File: src/rtl/spi_seq_pkg.sv
package spi_seq_pkg;

    typedef enum logic [2:0] {
        ST_IDLE,
        ST_WAIT,
        ST_CHECK,
        ST_SHIFT,
        ST_DELAY,
        ST_END,
        ST_GAP
    } seq_state_e;

endpackage

File: src/rtl/spi_seq_divider.sv
module spi_seq_divider #(
    parameter int DIV = 4
) (
    input  logic clk,
    input  logic rst_n,
    input  logic run_i,
    output logic tick_o
);
    localparam int CW = (DIV > 1) ? $clog2(DIV) : 1;
    localparam logic [CW-1:0] LAST = CW'(DIV - 1);

    logic [CW-1:0] cnt_d, cnt_q;

    always_comb begin
        tick_o = run_i && (cnt_q == LAST);
        if (!run_i || tick_o) cnt_d = '0;
        else                  cnt_d = cnt_q + CW'(1);
    end

    always_ff @(posedge clk or negedge rst_n) begin
        if (!rst_n) cnt_q <= '0;
        else        cnt_q <= cnt_d;
    end

    // A tick may only come from a counter that was running in the previous cycle.
    assert_tick_run_R11: assert property (@(posedge clk) disable iff (!rst_n)
        tick_o |-> (DIV == 1 || $past(run_i)));
endmodule

File: src/rtl/spi_seq_shifter.sv
module spi_seq_shifter #(
    parameter bit CPOL = 1'b0,
    parameter bit CPHA = 1'b0
) (
    input  logic       clk,
    input  logic       rst_n,
    input  logic       start_i,
    input  logic [7:0] tx_byte_i,
    input  logic       half_tick_i,
    input  logic       miso_i,
    output logic       sclk_o,
    output logic       mosi_o,
    output logic [7:0] rx_byte_o,
    output logic       done_o
);
    localparam int EDGES = 16;
    localparam logic [3:0] LAST_EDGE = 4'(EDGES - 1);

    typedef struct packed {
        logic       active;
        logic [3:0] edge_no;
        logic       sclk;
        logic       out;
        logic [7:0] txsh;
        logic [7:0] rxsh;
        logic       done;
    } shf_regs_t;

    shf_regs_t r_d, r_q;
    logic leading;
    logic sample_now;

    always_comb begin
        r_d        = r_q;
        r_d.done   = 1'b0;
        leading    = ~r_q.edge_no[0];
        sample_now = (leading == ~CPHA);
        if (start_i) begin
            r_d.active  = 1'b1;
            r_d.edge_no = '0;
            r_d.sclk    = CPOL;
            r_d.rxsh    = '0;
            if (!CPHA) begin
                r_d.out  = tx_byte_i[7];
                r_d.txsh = {tx_byte_i[6:0], 1'b0};
            end else begin
                r_d.txsh = tx_byte_i;
            end
        end else if (r_q.active && half_tick_i) begin
            r_d.sclk = ~r_q.sclk;
            if (sample_now) begin
                r_d.rxsh = {r_q.rxsh[6:0], miso_i};
            end else if (CPHA || (r_q.edge_no != LAST_EDGE)) begin
                r_d.out  = r_q.txsh[7];
                r_d.txsh = {r_q.txsh[6:0], 1'b0};
            end
            if (r_q.edge_no == LAST_EDGE) begin
                r_d.active = 1'b0;
                r_d.done   = 1'b1;
            end else begin
                r_d.edge_no = r_q.edge_no + 4'd1;
            end
        end
    end

    always_ff @(posedge clk or negedge rst_n) begin
        if (!rst_n) begin
            r_q      <= '0;
            r_q.sclk <= CPOL;
            r_q.out  <= 1'b1;
        end else begin
            r_q <= r_d;
        end
    end

    assign sclk_o    = r_q.sclk;
    assign mosi_o    = r_q.out;
    assign rx_byte_o = r_q.rxsh;
    assign done_o    = r_q.done;

    // a finished byte has returned the clock to its idle level.
    assert_done_idle_R11: assert property (@(posedge clk) disable iff (!rst_n)
        r_q.done |-> (sclk_o == CPOL));
    // with no byte in flight and none starting, the clock does not move.
    assert_quiet_R10: assert property (@(posedge clk) disable iff (!rst_n)
        (!r_q.active && !start_i) |=> $stable(sclk_o));
endmodule

File: src/rtl/spi_seq_master.sv
module spi_seq_master
    import spi_seq_pkg::*;
#(
    parameter logic [1:0] MODE        = 2'b00,
    parameter int         HALF_CLKS   = 4,
    parameter int         CLKS_PER_US = 100,
    parameter int         LEN_W       = 8,
    parameter int         DLY_W       = 8
) (
    input  logic             clk,
    input  logic             rst_n,
    input  logic             desc_valid,
    output logic             desc_ready,
    input  logic [LEN_W-1:0] desc_len,
    input  logic             desc_tx_en,
    input  logic             desc_rx_en,
    input  logic [DLY_W-1:0] desc_delay_us,
    input  logic             desc_cs_change,
    input  logic             desc_last,
    input  logic [7:0]       tx_data,
    input  logic             tx_valid,
    output logic             tx_ready,
    output logic [7:0]       rx_data,
    output logic             rx_valid,
    input  logic             rx_ready,
    output logic             sclk,
    output logic             mosi,
    input  logic             miso,
    output logic             cs_n,
    output logic             busy
);
    localparam bit CPOL = MODE[1];
    localparam bit CPHA = MODE[0];

    typedef struct packed {
        seq_state_e       state;
        logic [LEN_W-1:0] len;
        logic             tx_en;
        logic             rx_en;
        logic [DLY_W-1:0] dly;
        logic             cs_change;
        logic             last;
        logic             cs_on;
        logic             busy;
        logic             rx_valid;
        logic [7:0]       rx_data;
        logic             gap_half;
    } seq_regs_t;

    seq_regs_t r_d, r_q;

    logic       half_run, half_tick;
    logic       us_run, us_tick;
    logic       rx_block, check_go, byte_go;
    logic       eng_done;
    logic [7:0] eng_rx;
    logic [7:0] eng_tx;

    spi_seq_divider #(.DIV(HALF_CLKS)) u_half_div (
        .clk    (clk),
        .rst_n  (rst_n),
        .run_i  (half_run),
        .tick_o (half_tick)
    );

    spi_seq_divider #(.DIV(CLKS_PER_US)) u_us_div (
        .clk    (clk),
        .rst_n  (rst_n),
        .run_i  (us_run),
        .tick_o (us_tick)
    );

    spi_seq_shifter #(.CPOL(CPOL), .CPHA(CPHA)) u_shifter (
        .clk         (clk),
        .rst_n       (rst_n),
        .start_i     (byte_go),
        .tx_byte_i   (eng_tx),
        .half_tick_i (half_tick),
        .miso_i      (miso),
        .sclk_o      (sclk),
        .mosi_o      (mosi),
        .rx_byte_o   (eng_rx),
        .done_o      (eng_done)
    );

    always_comb begin
        r_d        = r_q;
        desc_ready = (r_q.state == ST_IDLE) || (r_q.state == ST_WAIT);
        rx_block   = r_q.rx_en && r_q.rx_valid;
        check_go   = (r_q.state == ST_CHECK) && (r_q.len != '0) && !rx_block;
        tx_ready   = check_go && r_q.tx_en;
        byte_go    = check_go && (!r_q.tx_en || tx_valid);
        eng_tx     = r_q.tx_en ? tx_data : 8'hFF;
        half_run   = (r_q.state == ST_SHIFT) || (r_q.state == ST_GAP);
        us_run     = (r_q.state == ST_DELAY);

        if (r_q.rx_valid && rx_ready) r_d.rx_valid = 1'b0;

        case (r_q.state)
            ST_IDLE, ST_WAIT: begin
                if (desc_valid) begin
                    r_d.len       = desc_len;
                    r_d.tx_en     = desc_tx_en;
                    r_d.rx_en     = desc_rx_en;
                    r_d.dly       = desc_delay_us;
                    r_d.cs_change = desc_cs_change;
                    r_d.last      = desc_last;
                    r_d.cs_on     = 1'b1;
                    r_d.busy      = 1'b1;
                    r_d.state     = ST_CHECK;
                end
            end
            ST_CHECK: begin
                if (r_q.len == '0) r_d.state = ST_DELAY;
                else if (byte_go)  r_d.state = ST_SHIFT;
            end
            ST_SHIFT: begin
                if (eng_done) begin
                    r_d.len = r_q.len - LEN_W'(1);
                    if (r_q.rx_en) begin
                        r_d.rx_valid = 1'b1;
                        r_d.rx_data  = eng_rx;
                    end
                    r_d.state = ST_CHECK;
                end
            end
            ST_DELAY: begin
                if (r_q.dly == '0) r_d.state = ST_END;
                else if (us_tick)  r_d.dly   = r_q.dly - DLY_W'(1);
            end
            ST_END: begin
                if (r_q.last) begin
                    r_d.cs_on = 1'b0;
                    r_d.busy  = 1'b0;
                    r_d.state = ST_IDLE;
                end else if (r_q.cs_change) begin
                    r_d.cs_on    = 1'b0;
                    r_d.gap_half = 1'b0;
                    r_d.state    = ST_GAP;
                end else begin
                    r_d.state = ST_WAIT;
                end
            end
            ST_GAP: begin
                if (half_tick) begin
                    if (r_q.gap_half) r_d.state    = ST_WAIT;
                    else              r_d.gap_half = 1'b1;
                end
            end
            default: r_d.state = ST_IDLE;
        endcase
    end

    always_ff @(posedge clk or negedge rst_n) begin
        if (!rst_n) begin
            r_q       <= '0;
            r_q.state <= ST_IDLE;
        end else begin
            r_q <= r_d;
        end
    end

    assign cs_n     = ~r_q.cs_on;
    assign busy     = r_q.busy;
    assign rx_valid = r_q.rx_valid;
    assign rx_data  = r_q.rx_data;

    assert_sclk_idle_R11: assert property (@(posedge clk) disable iff (!rst_n)
        cs_n |-> (sclk == CPOL));
    assert_stall_idle_R10: assert property (@(posedge clk) disable iff (!rst_n)
        (r_q.state == ST_CHECK) |-> (sclk == CPOL));
    assert_rx_hold_R12: assert property (@(posedge clk) disable iff (!rst_n)
        (rx_valid && !rx_ready) |=> (rx_valid && $stable(rx_data)));
    assert_release_R8: assert property (@(posedge clk) disable iff (!rst_n)
        $fell(busy) |-> $rose(cs_n));
    assert_tx_gate_R3: assert property (@(posedge clk) disable iff (!rst_n)
        tx_ready |-> (!cs_n && r_q.tx_en));
endmodule

File: config.mk
export PLATFORM = sky130hd
export DESIGN_NAME = spi_seq_master
export DESIGN_NICKNAME = d
export VERILOG_FILES = /design/src/rtl/spi_seq_pkg.sv /design/src/rtl/spi_seq_divider.sv /design/src/rtl/spi_seq_shifter.sv /design/src/rtl/spi_seq_master.sv
export SDC_FILE = /design/constraint.sdc
export NUM_CORES = 1
export LEC_CHECK = 0
export BUFFER_PORTS_ARGS = -buffer_cell sky130_fd_sc_hd__clkbuf_2
export CORE_MARGIN = 3
export CORE_UTILIZATION = 30
export CTS_CLUSTER_SIZE = 8
export DETAILED_ROUTE_END_ITERATION = 6
export HOLD_SLACK_MARGIN = 0.08
export PLACE_DENSITY = 0.58
export REMOVE_ABC_BUFFERS = 1
export SYNTH_ARGS = -nofsm -noshare
export SYNTH_HDL_FRONTEND = slang
export SYNTH_HIERARCHICAL = 1
export SYNTH_SLANG_ARGS = --single-unit
File: constraint.sdc
create_clock -name clk -period 4.7 [get_ports clk]
set_input_delay 0.94 -clock clk [delete_from_list [all_inputs] [get_ports clk]]
set_output_delay 0.94 -clock clk [all_outputs]
set_load 0.02 [all_outputs]
# --- After elaboration in Yosys (flattened, before gate mapping) ---
# Index checks and enable logic that the tools add are counted.
totals:
  reg_bits: 68
  inputBits: 34
  output_inout_bits: 15
  wordCells: 132
classes:
  n_addsub: 5
  eq_ne: 24
  mux: 37
  bitwise: 2
  reduce_logical: 43
op_table:
  columns: ["operator", "n"]
  rows:
  - ["9-bit two-way mux", 5]
  - ["8-bit two-way mux", 4]
  - ["8-bit case mux with 2 select lines", 2]
  - ["25-bit two-way mux", 1]
  - ["24-bit two-way mux", 1]
  - ["23-bit two-way mux", 1]
  - ["3-bit two-way mux", 7]
  - ["2-bit inequality test, second input constant", 10]
  - ["3-bit case mux with 6 select lines", 1]
  - ["8-bit logical NOT", 2]
  - ["2-bit nonzero test", 8]
  - ["8-bit by 1-bit subtractor with 8-bit output, second input constant", 2]
  - ["3-bit AND reduction", 5]
  - ["11-bit two-way mux", 1]
  - ["3-bit equality test, second input constant", 3]
  - ["1-bit logical AND", 9]
  - ["1-bit two-way mux", 9]
  - ["2-bit AND reduction", 4]
  - ["4-bit AND reduction", 2]
  - ["8-bit nonzero test", 1]
  - ["7-bit by 1-bit adder with 7-bit output, second input constant", 1]
  - ["7-bit equality test, second input constant", 1]
  - ["7-bit two-way mux", 1]
  - ["3-bit by 2-bit equality test with 1-bit output, second input constant", 2]
  - ["other kinds (19)", 28]

# --- Logic depth before layout (Yosys ltp) ---
depth:
  ltp_word: 7
  mapped_depth: 9
  mapped_depth_nobuf: 8

# --- Hierarchy ---
# Netlist, hierarchy kept.
by_module_without_submodules:
  columns: ["mod", "n_inst", "cells_each", "area_per_inst_um2", "seq_area_each_um2"]
  rows:
  - ["spi_seq_master", 1, 231, 2093.3, 875.8]
  - ["spi_seq_shifter", 1, 110, 1108.6, 576.8]
  - ["spi_seq_divider (u_us_div)", 1, 32, 321.6, 175.2]
  - ["spi_seq_divider (u_half_div)", 1, 6, 91.3, 50.0]

# --- Worst setup path after synthesis ---
# No wires, ideal clock.
synth_path:
  path_type: "register to output"
  startpoint: "register r_q[24] (netlist name)"
  endpoint: "output port tx_ready"
  arrival_time_ns: 1.289
  required_ns: 3.760
  slack_ns: 2.471
  path_stages_with_launch: 6
  n_path_buf: 0
  cell_sequence: "dfrtp_1 > inv_1 > ha_1 > and4b_1 > nand2b_1 > nor2_1"
synth_lines:
  columns: ["item", "line_no", "rtl"]
  rows:
  - ["end, declared", "spi_seq_master.sv:22", "output logic tx_ready,"]

==> qor.yml <==
finish.net_count: 446
htree_num_levels: 3
critical_path.max_fanout: 16
grt_pass1_wl_um: 13330
max_freq_mhz: 347.4
cts_post_setup_buffers_inserted: 0
gpl_congestion: 0.7653
syn_inst: 379
share_of_the_synthesized_area_in_the_top_cell_type: 0.4569
sequential_cell_area_um2: 1678
cts_resized: 0
port-buffer-count: 48
outcome: "complete, no violations"
clock-root-buffer: "sky130_fd_sc_hd__clkbuf_16"
worst_clock_skew_ns: 0.008632
synth_simple_gate_area_share: 0.1841
layout-drive-gt1-share: 0.2171
design_area_um2: 4120
final_hold_vios: 0
timing.max_cap.violations: 0
grt_ovf: 0
num_rows: 39
critical_path_arrival_ns: 1.94
multiInputGateArea_um2: 1683
route.detailed.drc: 0
number_of_placed_i_o_pins: 49
compound_gate_fraction_of_synth_area: 0.1796
area.growth.synth_to_final_pct: 13.98
worst-r2r-cell-count: 7
design.core.area_um2: 11610
area_of_the_die_um2: 13400
critical_path_required_ns: 3.76
cp_slowest_stage_delay_ns: 0.59
max-vdd-ir-drop_v: 0.0001849
setup_tns_ns: 0
grt_start_max_net_pins: 41
synth_cell_type_count: 57
worstSkewPairLatency_ns: 0.33
hold_buffers: 0
dr.pass1.iters: 4
placed_area_um2: 3832
mappedNetlistArea_um2: 3615
fp.dieW_um: 115.8
finalCriticalPeriod_ns: 2.879
die_y_um: 115.8
static-leakage-power_nw: 1.852
worst_slew_slack_as_a_fraction_of_its_limit: 0.3271
syn-mean-instance-area_um2: 9.538
synth.largest_area_cell: "sky130_fd_sc_hd__dfrtp_1"
tritoncts: "done"
via_count_normalized_by_instance_count: 5.036
post_synth_xor_xnor_area: 0.01211
critical_path.top_delay_family: "simple AND/OR/NAND/NOR gates"
hold_path_class: "register to register"
worstHoldEndpoint: "u_half_div/cnt_q[0]$_DFF_PN0_"
cts.sinks: 67
yosys_warnings: 6
timing.rr.end: "r_q[14]$_DFFE_PN0P_"
number_of_antenna_violations_at_the_first_check_in_global_routing: 0
synth_commonest_cells: "sky130_fd_sc_hd__dfrtp_1, sky130_fd_sc_hd__nor2_1, sky130_fd_sc_hd__a21oi_1, sky130_fd_sc_hd__o21ai_0"
start_util: 0.3112
timing.final.setup_violations: 0
number_of_filler_instances_in_the_final_layout: 1210
mux_cell_area_share_after_synthesis: 0.06542
synth_seq_area_share: 0.4642
num_vias: 2785
worstHoldStart: "u_half_div/cnt_q[0]$_DFF_PN0_"
synth_enable_flop_cells: 0
total_detailed_routing_wirelength_um: 7937
setup.worst_path.end_class: "primary output"
first_global_vias: 2710
grt_usage: 0.1248
drt_iter0_markers: 186
synthMostInstantiatedCell: "sky130_fd_sc_hd__dfrtp_1"
power_density_nw_per_um2: 304.0
clock_tree.buffer_depth: 2
antenna_cells_inserted: 0
path_class: "register to primary output"
min_delay_path_depth: 1
setup.worst_path.start_class: "register"
worstReg2RegStart: "r_q[34]$_DFFE_PN0P_"
netlist_top_cells_area: "sky130_fd_sc_hd__dfrtp_1, sky130_fd_sc_hd__a21oi_1, sky130_fd_sc_hd__nor2_1"
timing.critical_path.buf_inv: 1
cp_slowest_cell: "sky130_fd_sc_hd__dfrtp_1"
most_frequent_cell_on_the_critical_path: "sky130_fd_sc_hd__nor2_1"
part_of_the_cycle_the_worst_path_needs: 0.6125
rrSetupSlack_ns: 2.26
worst-slew-pin-transition_ns: 1.003
rsz0062_at_grt: "no"
asyncSetResetFlopFracSynth: 1.000
number_of_buffers_created_by_cts: 9
route.antenna.remaining_nets: 0
post_detailed_route_wirelength_per_cell_um: 14.35
clk_transition_reported_paths_ns: 0.06
synth_adder_area_share: 0.02423
slew_viol_final: 0
synth_seq_cells: 67
cp_cell_sequence: "or2b_1 -> nor2_1 -> nand2b_1 -> nor2_1 -> clkbuf_2"
synth_top_family_by_area: "simple AND/OR/NAND/NOR gates"
synth_ff_type: "sky130_fd_sc_hd__dfrtp_1"
place_hpwl_um: 5504
power breakdown:
group | internal [W] | total (W) | switching [W]
Clock | 0.000387 | 0.000641 | 0.000254
Sequential | 0.000578 | 0.000578 | 0.000000336
Combinational | 0.0000134 | 0.0000338 | 0.0000203
Total | 0.000978 | 0.00125 | 0.000274
logic make-up (layout without fill, tap and decap cells):
logic type               Yosys count  count (layout)
AO/OA/AOI/OAI                    109             109
XOR/XNOR                           5               5
adder cells (fa/ha/maj)            7               7
buffers and inverters             46              77
flip-flops                        67              67
multiplexers                      22              22
AND/OR/NAND/NOR                  123             123
final cells by class:
cell class,count,share of cell area
flip-flops and latches,67,0.4072
inverters,12,0.01093
multi-input cells,266,0.4084
well taps,143,0.04343
clock buffers,11,0.06134
clock inverters,5,0.008503
repair buffers,49,0.06013
sequential cells by signal, indices dropped and copies added, names as in the netlist, 2 cells and up:
name and flops:
rx_data 8, u_shifter/rx_byte_o 8, u_shifter/r_q 12, u_half_div/cnt_q 2, r_q 25, u_us_div/cnt_q 7
worst register-to-register path, stage by stage, from the launching register on:
cell and delay (ns):
sky130_fd_sc_hd__dfrtp_1 0.56, sky130_fd_sc_hd__or3b_1 0.60, sky130_fd_sc_hd__inv_1 0.24, sky130_fd_sc_hd__inv_1 0.06, sky130_fd_sc_hd__nor3_1 0.24, sky130_fd_sc_hd__a21boi_2 0.21, sky130_fd_sc_hd__or3_1 0.41, sky130_fd_sc_hd__o21ai_2 0.06
metal layers:
layer	vias to the layer above	share of wire	global-route usage
li1	1391	-	-
met1	1327	0.47	0.1751
met2	63	0.48	0.1918
met3	4	0.045	0.03290
met4	0	0.0069	0.03326
met5	-	0	0
through the flow:
step                utilization  setup slack, ns  hold WS (ns)  std cells  power (W)
floorplan                     -            2.458        0.4288        345  0.0005932
global placement         0.3300            2.076        0.4391        537  0.0006231
detailed placement       0.3300            1.997        0.4435        537  0.0006241
CTS                      0.3548            1.867        0.4549        553   0.001276
global route             0.3548            1.661        0.4825        553   0.001298
finish                   0.3548            1.821        0.4521        553   0.001253
placed cells by master, fill, tap and decap left out, types with 3 or more instances in the layout:
cell,netlist,layout
sky130_fd_sc_hd__a21oi_1,29,29
sky130_fd_sc_hd__a22oi_1,5,5
sky130_fd_sc_hd__a31oi_1,17,17
sky130_fd_sc_hd__and2_1,3,3
sky130_fd_sc_hd__and3_1,6,6
sky130_fd_sc_hd__clkbuf_16,0,9
sky130_fd_sc_hd__clkbuf_2,0,47
sky130_fd_sc_hd__dfrtp_1,66,66
sky130_fd_sc_hd__ha_1,7,7
sky130_fd_sc_hd__inv_1,11,11
sky130_fd_sc_hd__mux2_2,12,12
sky130_fd_sc_hd__mux2i_1,9,9
sky130_fd_sc_hd__nand2_1,13,13
sky130_fd_sc_hd__nand2b_1,14,14
sky130_fd_sc_hd__nand3_1,7,7
sky130_fd_sc_hd__nor2_1,38,38
sky130_fd_sc_hd__nor2b_1,8,8
sky130_fd_sc_hd__nor3_1,10,10
sky130_fd_sc_hd__o21ai_0,27,27
sky130_fd_sc_hd__o21ai_1,11,11
sky130_fd_sc_hd__o21ai_2,3,3
sky130_fd_sc_hd__o22a_1,3,3
sky130_fd_sc_hd__or3_1,4,4
sky130_fd_sc_hd__xor2_1,4,4
how the worst max path moves through the flow:
stage                        startpoint                  end  slack [ns]  depth (start not counted)
detailed placement           desc_valid  r_q[24]$_DFFE_PN0P_        2.00                          6
floorplan           r_q[33]$_DFFE_PN0P_             tx_ready        2.46                          4
global placement             desc_valid  r_q[24]$_DFFE_PN0P_        2.08                          6
global route        r_q[33]$_DFFE_PN0P_             tx_ready        1.66                          5
CTS                 r_q[33]$_DFFE_PN0P_             tx_ready        1.87                          5
finish              r_q[33]$_DFFE_PN0P_             tx_ready        1.82                          5
(Power assumes the default switching activity.)
